===== src/rtl/dma_trig_pkg.sv =====
// Shared constants and the code-to-line map for the DMA trigger selector.
// Assumes a 4-bit source code; the code points are fixed by behaviour.
package dma_trig_pkg;
    localparam int CODE_W    = 4;
    localparam int NUM_CODES = 1 << CODE_W;
    localparam int NUM_PER   = 10;
    localparam int IRQ_LAG   = 2;

    localparam logic [CODE_W-1:0] CODE_SW   = 4'd0;
    localparam logic [CODE_W-1:0] CODE_FALL = 4'd1;
    localparam logic [CODE_W-1:0] CODE_RISE = 4'd2;
    localparam logic [CODE_W-1:0] CODE_CONV = 4'd12;

    // Code point that selects peripheral line idx of a channel.
    function automatic logic [CODE_W-1:0] per_code(input int idx);
        case (idx)
            0:       return 4'd3;
            1:       return 4'd4;
            2:       return 4'd6;
            3:       return 4'd7;
            4:       return 4'd8;
            5:       return 4'd9;
            6:       return 4'd10;
            7:       return 4'd11;
            8:       return 4'd13;
            9:       return 4'd14;
            default: return 4'd15;
        endcase
    endfunction
endpackage


===== src/rtl/trig_ext_edge.sv =====
// Synchronizes one asynchronous request pin and flags its edges.
// Assumes the pin idles high; the chain resets to ones so release gives no edge.
module trig_ext_edge #(
    parameter int STAGES = 2
) (
    input  logic clk,
    input  logic rst_n,
    input  logic pin,
    output logic rise,
    output logic fall
);
    logic [STAGES-1:0] sync_q;
    logic              last_q;

    // Shift the pin through the synchronizer and keep the previous settled level.
    always_ff @(posedge clk) begin
        if (!rst_n) begin
            sync_q <= '1;
            last_q <= 1'b1;
        end else begin
            sync_q <= {sync_q[STAGES-2:0], pin};
            last_q <= sync_q[STAGES-1];
        end
    end

    assign rise = sync_q[STAGES-1] & ~last_q;
    assign fall = ~sync_q[STAGES-1] & last_q;
endmodule


===== src/rtl/trig_chan.sv =====
// One channel: holds the source code and picks the selected event.
// Registers a one-cycle request and marks whether it had a hardware cause.
// Assumes the edge inputs are already one-cycle pulses; level lines are edged here.
module trig_chan
    import dma_trig_pkg::*;
#(
    parameter logic [NUM_CODES-1:0] RSVD = 16'h8020
) (
    input  logic               clk,
    input  logic               rst_n,
    input  logic               sel_we,
    input  logic [CODE_W-1:0]  sel_wdata,
    input  logic               en,
    input  logic               sw,
    input  logic               ext_rise,
    input  logic               ext_fall,
    input  logic [NUM_PER-1:0] per_lvl,
    input  logic               conv_pulse,
    output logic [CODE_W-1:0]  sel_q,
    output logic               req,
    output logic               hw
);
    logic [NUM_PER-1:0]   per_last;
    logic [NUM_PER-1:0]   per_pulse;
    logic [NUM_CODES-1:0] ev_by_code;
    logic                 hit;

    // Source code register, loaded by its strobe.
    always_ff @(posedge clk) begin
        if (!rst_n) sel_q <= CODE_SW;
        else if (sel_we) sel_q <= sel_wdata;
    end

    // Remember peripheral levels so that each rise counts only once.
    always_ff @(posedge clk) begin
        if (!rst_n) per_last <= '0;
        else per_last <= per_lvl;
    end

    assign per_pulse = per_lvl & ~per_last;

    // Place every event at its code point.
    always_comb begin
        ev_by_code            = '0;
        ev_by_code[CODE_SW]   = sw;
        ev_by_code[CODE_FALL] = ext_fall;
        ev_by_code[CODE_RISE] = ext_rise;
        ev_by_code[CODE_CONV] = conv_pulse;
        for (int i = 0; i < NUM_PER; i++) begin
            ev_by_code[per_code(i)] = per_pulse[i];
        end
    end

    assign hit = en & ev_by_code[sel_q] & ~RSVD[sel_q];

    // Register the request and its cause.
    always_ff @(posedge clk) begin
        if (!rst_n) begin
            req <= 1'b0;
            hw  <= 1'b0;
        end else begin
            req <= hit;
            hw  <= hit & (sel_q != CODE_SW);
        end
    end
endmodule


===== src/rtl/trig_irq_delay.sv =====
// Delays a hardware-cause request pulse by DEPTH clocks for the CPU interrupt.
// Assumes DEPTH is at least 1.
module trig_irq_delay #(
    parameter int DEPTH = 2
) (
    input  logic clk,
    input  logic rst_n,
    input  logic d,
    output logic q
);
    logic [DEPTH-1:0] sr_q;

    generate
        if (DEPTH == 1) begin : g_one
            // Single stage delay.
            always_ff @(posedge clk) begin
                if (!rst_n) sr_q <= '0;
                else sr_q <= d;
            end
        end else begin : g_many
            // Shift chain delay.
            always_ff @(posedge clk) begin
                if (!rst_n) sr_q <= '0;
                else sr_q <= {sr_q[DEPTH-2:0], d};
            end
        end
    endgenerate

    assign q = sr_q[DEPTH-1];
endmodule


===== src/rtl/dma_trig_router.sv =====
// Top of the DMA trigger selector: per channel, pin edge detection, source
// selection and the interrupt delay. It also edges the shared conversion line.
// Assumes all level inputs are synchronous except ext_req.
module dma_trig_router
    import dma_trig_pkg::*;
#(
    parameter int NUM_CH      = 4,
    parameter int SYNC_STAGES = 2,
    parameter logic [NUM_CH*NUM_CODES-1:0] RSVD_MAP =
        {16'h8920, 16'h8120, 16'h8020, 16'h8020}
) (
    input  logic                      clk,
    input  logic                      rst_n,
    input  logic [NUM_CH-1:0]         sel_we,
    input  logic [CODE_W-1:0]         sel_wdata,
    input  logic [NUM_CH-1:0]         ch_en,
    input  logic [NUM_CH-1:0]         sw_trig,
    input  logic [NUM_CH-1:0]         ext_req,
    input  logic [NUM_CH*NUM_PER-1:0] per_src,
    input  logic                      conv_done,
    output logic [NUM_CH-1:0]         dma_req,
    output logic [NUM_CH-1:0]         cpu_irq
);
    logic                     conv_last;
    logic                     conv_pulse;
    logic [NUM_CH-1:0]        ext_rise;
    logic [NUM_CH-1:0]        ext_fall;
    logic [NUM_CH-1:0]        hw_cause;
    logic [NUM_CH*CODE_W-1:0] sel_q;

    // Edge the shared conversion-complete level once for all channels.
    always_ff @(posedge clk) begin
        if (!rst_n) conv_last <= 1'b0;
        else conv_last <= conv_done;
    end

    assign conv_pulse = conv_done & ~conv_last;

    generate
        for (genvar c = 0; c < NUM_CH; c++) begin : g_ch
            trig_ext_edge #(.STAGES(SYNC_STAGES)) i_edge (
                .clk  (clk),
                .rst_n(rst_n),
                .pin  (ext_req[c]),
                .rise (ext_rise[c]),
                .fall (ext_fall[c])
            );

            trig_chan #(.RSVD(RSVD_MAP[c*NUM_CODES +: NUM_CODES])) i_chan (
                .clk       (clk),
                .rst_n     (rst_n),
                .sel_we    (sel_we[c]),
                .sel_wdata (sel_wdata),
                .en        (ch_en[c]),
                .sw        (sw_trig[c]),
                .ext_rise  (ext_rise[c]),
                .ext_fall  (ext_fall[c]),
                .per_lvl   (per_src[c*NUM_PER +: NUM_PER]),
                .conv_pulse(conv_pulse),
                .sel_q     (sel_q[c*CODE_W +: CODE_W]),
                .req       (dma_req[c]),
                .hw        (hw_cause[c])
            );

            trig_irq_delay #(.DEPTH(IRQ_LAG)) i_irq (
                .clk  (clk),
                .rst_n(rst_n),
                .d    (hw_cause[c]),
                .q    (cpu_irq[c])
            );
        end
    endgenerate
endmodule


===== config.mk =====
export PLATFORM = sky130hd
export DESIGN_NAME = dma_trig_router
export DESIGN_NICKNAME = d
export VERILOG_FILES = /design/src/rtl/dma_trig_pkg.sv /design/src/rtl/trig_ext_edge.sv /design/src/rtl/trig_chan.sv /design/src/rtl/trig_irq_delay.sv /design/src/rtl/dma_trig_router.sv
export SDC_FILE = /design/constraint.sdc
export NUM_CORES = 1
export LEC_CHECK = 0
export ABC_CLOCK_PERIOD_IN_PS = 1250
export BUFFER_PORTS_ARGS = -buffer_cell sky130_fd_sc_hd__buf_2
export CAP_MARGIN = 20
export CORE_ASPECT_RATIO = 1.75
export CORE_UTILIZATION = 45
export CTS_BUF_LIST = sky130_fd_sc_hd__clkbuf_4 sky130_fd_sc_hd__clkbuf_8
export DETAILED_ROUTE_END_ITERATION = 7
export PLACE_DENSITY = 0.71
export SLEW_MARGIN = 20
export SYNTH_ARGS = -nofsm -noshare
export SYNTH_HDL_FRONTEND = slang
export SYNTH_SLANG_ARGS = --single-unit

===== constraint.sdc =====
create_clock -name clk -period 1.25 [get_ports clk]
set_input_delay 0.1875 -clock clk [delete_from_list [all_inputs] [get_ports clk]]
set_output_delay 0.1875 -clock clk [all_outputs]
set_load 0.01 [all_outputs]

==> impl_metrics.csv, run 1 <==
group,metric,value,unit
finish,stdcell_count,549,
power_and_ir_drop,power,0.005738,W
place,place_inst,522,
power_and_ir_drop,p_int,0.004340,W
finish,fin_nets,522,
routing,first_pass_iters,4,
clock_network,clock_path_buffers,2,
grt,grt_start_max_net_pins,20,
sta,finalSetupViolCount,5,
min_path,hold_path.class,"in -> reg",
clock_network,htree_levels,3,
critical_path,path_class,"reg -> reg",
floorplan,die_w,69.12,µm
finish,syn_to_final_growth,28.89,%
critical_path,crit_fanout,6,
sta,fin_crit_sh,107.2,%
sta,skew,0.008041,ns
floorplan,rows,42,
yosys,synthesis.area,0.003547,mm²
finish,final_common_cell,"dfxtp_1",
yosys,ys_ff_latch,89,
critical_path,cp-end-kind,"flop",
yosys,synth_edf_count,0,
floorplan,dieArea,0.008256,mm²
sta,rsz0062_at_grt,"yes",
grt,grtUsageTotal,18.70,%
finish,layout_common_cells,"dfxtp_1, buf_2, and2_1",
floorplan,die_y,119.5,µm
routing,wl,7622,µm
yosys,synthesis.nets,430,
run_status,status,"finished with violations",
power_and_ir_drop,clock_power_share,33.3,%
finish,n_antenna_cell,0,
place,dp_hpwl,5352,µm
sta,min_period,1.340,ns
yosys,avgSynthCellArea,9.718,µm²
clock_network,cts_buffers,9,
min_path,worstHoldStart,"ext_req[2]",
yosys,synth_top_flop_cell,"dfxtp_1",
floorplan,start_util,46.55,%
run_status,violations,"negative setup slack",
place,dp_slack,-0.1873,ns
finish,drive_above_1_share,35.79,%
finish,fin_area,0.004572,mm²
grt,antenna_found_initial,0,
sta,slew_viol_final,0,
grt,grt-ovfl-total,0,
sta,slew_headroom,80.82,%
yosys,ys_warn_count,0,
sta,max_freq,746.4,MHz
power_and_ir_drop,leakage,2.038,nW
power_and_ir_drop,worst_ir_drop_vdd,0.7811,mV
critical_path,worst_ep_arrival_time,1.62,ns
power_and_ir_drop,power_density,1255,mW/mm²
place,placed_cell_area,0.004058,mm²
clock_network,clkTransAtPathRegs,0.08,ns
yosys,async_reset_ff_share,0,%
routing,ant_nets,0,
routing,viasPerCell,5.131,
sta,worst_pin_slew,0.2859,ns
place,place_congestion,0.8192,
critical_path,regToRegStartpoint,"g_ch[3].i_chan.sel_q[0]",
clock_network,cts_num_sinks,89,
clock_network,cts_root_buf,"clkbuf_8",
routing,drcViolationCount,0,
grt,grt_pass1_wl,12140,µm
power_and_ir_drop,p_sw,0.001398,W
clock_network,clk-insertion-delay-late,0.36,ns
job,drv_cap,0,
routing,routedWlPerCell,13.88,µm
floorplan,coreArea,0.007620,mm²
power_and_ir_drop,comb_power_share,13.5,%
sta,finalWorstSetupSlack,-0.08979,ns
place,portBuffers,70,
routing,routed-via-count,2817,
critical_path,critPathRequiredTime,1.53,ns
critical_path,crit_start,"g_ch[3].i_chan.sel_q[0]",
floorplan,io_pins,71,
yosys,ys_seq_area_share,50.23,%
critical_path,cp-start-kind,"flop",
clock_network,cts_tree,"built",
power_and_ir_drop,switching_share,24.37,%
sta,finalHoldViolations,0,
yosys,synthCells,365,
routing,drt_iter0_markers,116,
yosys,synth.distinct_cells,40,
grt,grt_pass1_vias,2749,
power_and_ir_drop,p_seq_share,53.2,%
[per-layer routing]
layer / GRT usage (%) / part of all wire (%)
met1: 20.38 / 41
met4: 10.20 / 2.4
met2: 33.19 / 53
met3: 3.892 / 4.0
met5: 0 / 0
[registers in the layout, indices dropped and copies added (netlist names), named ones only]
register and flops:
g_ch.i_chan.req 4, g_ch.i_chan.per_last 40, conv_last 1, g_ch.i_chan.sel_q 16, g_ch.i_irq.sr_q 8, g_ch.i_chan.hw 4
g_ch.i_edge.last_q 4, g_ch.i_edge.sync_q 8
[per-stage QoR]
stage / hold WS [ns] / utilization [%] / setup TNS (ns)
final: 0.03172 / 60.00 / -0.2571
after global routing: 0.02271 / 60.00 / -0.7730
after global placement: 0.3683 / 53.25 / -0.6201
after detailed placement: 0.3713 / 53.25 / -0.9858
after CTS: 0.01562 / 56.95 / -0.1289
after floorplan: 0.2890 / - / -0.01165
[Yosys cell counts (3+ instances only)]
cell | n | area (µm²)
o21ai_0 | 7 | 35.03
o311a_1 | 3 | 30.03
nand3_1 | 7 | 35.03
nor2b_1 | 20 | 125.1
o21ai_1 | 3 | 15.01
nand4b_1 | 3 | 26.28
clkbuf_1 | 8 | 30.03
nor3b_1 | 5 | 37.54
mux2i_1 | 18 | 180.2
inv_1 | 15 | 56.30
nand2_1 | 14 | 52.55
and2_1 | 49 | 306.5
nor2_1 | 22 | 82.58
nand2b_1 | 20 | 125.1
nor4bb_1 | 5 | 50.05
a21oi_1 | 5 | 25.02
a21o_1 | 3 | 22.52
a31oi_1 | 6 | 37.54
buf_4 | 10 | 75.07
nand3b_1 | 8 | 60.06
a32oi_1 | 7 | 61.31
and3b_1 | 4 | 35.03
buf_2 | 10 | 50.05
dfxtp_1 | 89 | 1782
o31ai_1 | 3 | 22.52
nor3_1 | 3 | 15.01
[worst max-delay path, stage by stage (launching register included)]
cell      delay (ns)
dfxtp_4         0.37
buf_2           0.16
buf_4           0.14
o311a_1         0.11
o21ai_2         0.19
a21oi_2         0.05
nor4bb_2        0.24
[layout make-up]
cell class                 count  area (µm²)
clock buffer                  11       138.9
clock inverter                 4       45.04
fill                         657        3048
inverter                      15       56.30
multi-input combinational    232        1737
sequential                    89        1807
tap                           88       110.1
timing repair buffer         110       678.2
[timing repair]
| action | in CTS | in global routing |
|---|---|---|
| pin swaps | 10 | 20 |
| endpoints found under the setup margin | 10 | 10 |
| hold buffers | 3 | 0 |
| endpoints found under the hold margin | 3 | 0 |
| resized for setup | 20 | 45 |
| buffers inserted | 2 | 7 |
[worst paths after layout]
kind	to	slack [ns]	cells after the start
min reg2reg	g_ch[2].i_edge.sync_q[1]	0.41	1
max	g_ch[3].i_chan.req	-0.09	6
max reg2reg	g_ch[3].i_chan.req	-0.09	6
min	g_ch[2].i_edge.sync_q[0]	0.03	2
[power groups by stage]
stage | Clock (W) | Sequential [W] | Combinational [W]
3_3_place_gp | 0 | 0.00312 | 0.000631
3_5_place_dp | 0 | 0.00312 | 0.000648
5_1_grt | 0.00207 | 0.00307 | 0.000858
4_1_cts | 0.00195 | 0.00305 | 0.000680
2_1_floorplan | 0 | 0.00308 | 0.000424
6_report | 0.00191 | 0.00305 | 0.000776
[logic make-up after synthesis]
| kind of cell | count (synthesis) | synth area share [%] |
|---|---|---|
| mux | 18 | 5.079 |
| flops | 89 | 50.23 |
| fa+ha+maj | 2 | 0.7054 |
| simple gates | 168 | 28.68 |
| compound gates | 42 | 8.712 |
| buf+inv | 44 | 6.102 |
| xor+xnor | 2 | 0.4939 |
Power figures use the tool's default switching activity.
==> inputs of run 2 (changes only) <==
BUFFER_PORTS_ARGS = default   (was -buffer_cell sky130_fd_sc_hd__buf_2)
DONT_BUFFER_PORTS = 1   (was default)
PLACE_DENSITY = 0.63   (was 0.71)
==> run 2 against run 1 <==
The flow still finishes with violations (negative setup slack). Setup slack better by 0.012 ns. Highest routed layer unchanged. Sequential power hardly changed. Global-route usage is 0.44 points higher. Combinational power shrank 12%. Total power rose by 3.1%. Clock-buffer cell count increased by 4. Maximum frequency is 0.90% higher. Critical endpoint is now g_ch[0].i_chan.req. Critical path depth decreased by 3.
==> impl_metrics.csv, run 2 (synthesis results as in run 1) <==
group,metric,value,unit
run_status,status,"finished with violations",
run_status,violations,"negative setup slack",
grt,grtUsageTotal,19.13,%
routing,first_pass_iters,4,
sta,finalSetupViolCount,4,
sta,finalWorstSetupSlack,-0.07786,ns
routing,ant_nets,0,
floorplan,io_pins,71,
sta,max_freq,753.1,MHz
floorplan,die_y,119.5,µm
finish,utilization,60.38,%
power_and_ir_drop,worst_ir_drop_vdd,0.8173,mV
job,drv_cap,0,
finish,stdcell_count,517,
routing,routed-wl-met3,408,µm
place,dp_slack,-0.1750,ns
clock_network,cts_buffers,9,
sta,skew,0.005570,ns
sta,slew_viol_final,0,
critical_path,cp-end-kind,"flop",
clock_network,htree_levels,3,
finish,syn_to_final_growth,29.70,%
power_and_ir_drop,power_density,1286,mW/mm²
routing,dr_wl_met2,3881,µm
critical_path,critPathRequiredTime,1.54,ns
min_path,hold_path.class,"in -> reg",
grt,grt_pass1_vias,2860,
clock_network,cts_root_buf,"clkbuf_8",
place,portBuffers,0,
sta,slew_headroom,81.91,%
sta,min_period,1.328,ns
critical_path,worst_ep_arrival_time,1.61,ns
place,place_congestion,0.7743,
critical_path,cp-start-kind,"flop",
routing,routed-via-count,2668,
critical_path,path_class,"reg -> reg",
finish,layout_common_cells,"dfxtp_1, and2_1, dlygate4sd3_1",
floorplan,die_w,69.12,µm
clock_network,clock_path_buffers,2,
sta,rsz0062_at_grt,"yes",
finish,n_antenna_cell,0,
finish,largest_reg_flops,40,
finish,largestRegisters,"g_ch.i_chan.per_last x40, g_ch.i_chan.sel_q x16",
sta,fin_crit_sh,106.2,%
routing,highest_layer,"met4",
finish,fin_nets,489,
grt,grt_pass1_wl,12510,µm
critical_path,crit_fanout,6,
sta,finalHoldViolations,0,
critical_path,r2r_slack,-0.08,ns
clock_network,cts_tree,"built",
grt,grt_start_max_net_pins,69,
grt,antenna_found_initial,0,
place,place_inst,443,
grt,grt-ovfl-total,0,
clock_network,cts_num_sinks,89,
power_and_ir_drop,leakage,1.906,nW
sta,worst_pin_slew,0.2686,ns
floorplan,dieArea,0.008256,mm²
finish,drive_above_1_share,19.81,%
floorplan,coreArea,0.007620,mm²
finish,top_register,"g_ch.i_chan.per_last",
floorplan,rows,42,
floorplan,start_util,46.55,%
routing,routedWlPerCell,14.37,µm
routing,drcViolationCount,0,
clock_network,clkTransAtPathRegs,0.08,ns
routing,wl_met1,2931,µm
clock_network,clk-insertion-delay-late,0.35,ns
routing,wl,7431,µm
routing,viasPerCell,5.161,
routing,drt_iter0_markers,100,
finish,final_common_cell,"dfxtp_1",
place,dp_hpwl,4645,µm
run 2: changes by cell type in the layout (fill, tap and decap cells not counted), moves of 3 or more:
cell	previous run	this run
buf_2	71	1
dlygate4sd3_1	3	47
buf_4	31	24
clkbuf_8	9	14
clkinv_2	3	0
nor3b_1	2	5
run 2: stage by stage:
stage | hold WS [ns] | setup TNS, ns | instance area (µm²) | power (W)
2_1_floorplan | 0.2890 | -0.01165 | 3552 | 0.003506
3_3_place_gp | 0.2662 | -0.7047 | 3640 | 0.003565
3_5_place_dp | 0.2697 | -0.8688 | 3640 | 0.003574
4_1_cts | 0.004143 | -0.1662 | 4451 | 0.005934
5_1_grt | 0.005112 | -0.7362 | 4601 | 0.006179
6_report | 0.01721 | -0.1668 | 4601 | 0.005917
run 2: report_power, final:
part | internal, W | leakage [nW] | switching [W] | total (W)
sequential | 0.00297 | 0.741 | 0.0000812 | 0.00306
clock | 0.00122 | 0.119 | 0.000957 | 0.00218
combinational | 0.000408 | 1.05 | 0.000276 | 0.000684
run 2: worst max-delay path, stage by stage, from the launching register on:
cell,delay [ns]
dfxtp_4,0.37
or4b_1,0.50
a41o_1,0.22
nor3_2,0.16
run 2: layout make-up:
class | count | area [µm²]
repair buffers | 77 | 720.7
fillers | 663 | 3019
multi-input cells | 232 | 1672
clock inverters | 1 | 30.03
inverters | 15 | 56.30
flip-flops and latches | 89 | 1812
clock buffers | 15 | 200.2
well taps | 88 | 110.1
run 2: path summary, 6_finish.rpt:
path | startpoint | cells after the start | end
max | g_ch[0].i_chan.sel_q[1] | 3 | g_ch[0].i_chan.req
min | rst_n | 1 | g_ch[2].i_chan.sel_q[1]
max reg2reg | g_ch[0].i_chan.sel_q[1] | 3 | g_ch[0].i_chan.req
min reg2reg | g_ch[0].i_edge.sync_q[0] | 1 | g_ch[0].i_edge.sync_q[1]
run 2: layer usage:
| layer | GRT usage (%) | up-vias |
|---|---|---|
| li1 | - | 1341 |
| met1 | 19.44 | 1249 |
| met2 | 34.71 | 64 |
| met3 | 5.668 | 14 |
| met4 | 9.694 | 0 |
| met5 | 0 | - |
run 2: timing repair:
action,CTS,global route
pin swaps,12,17
hold endpoints to repair,71,0
hold buffers,48,0
cloned,0,0
resized for setup,20,34
setup buffers,6,4
setup endpoints to repair,11,11
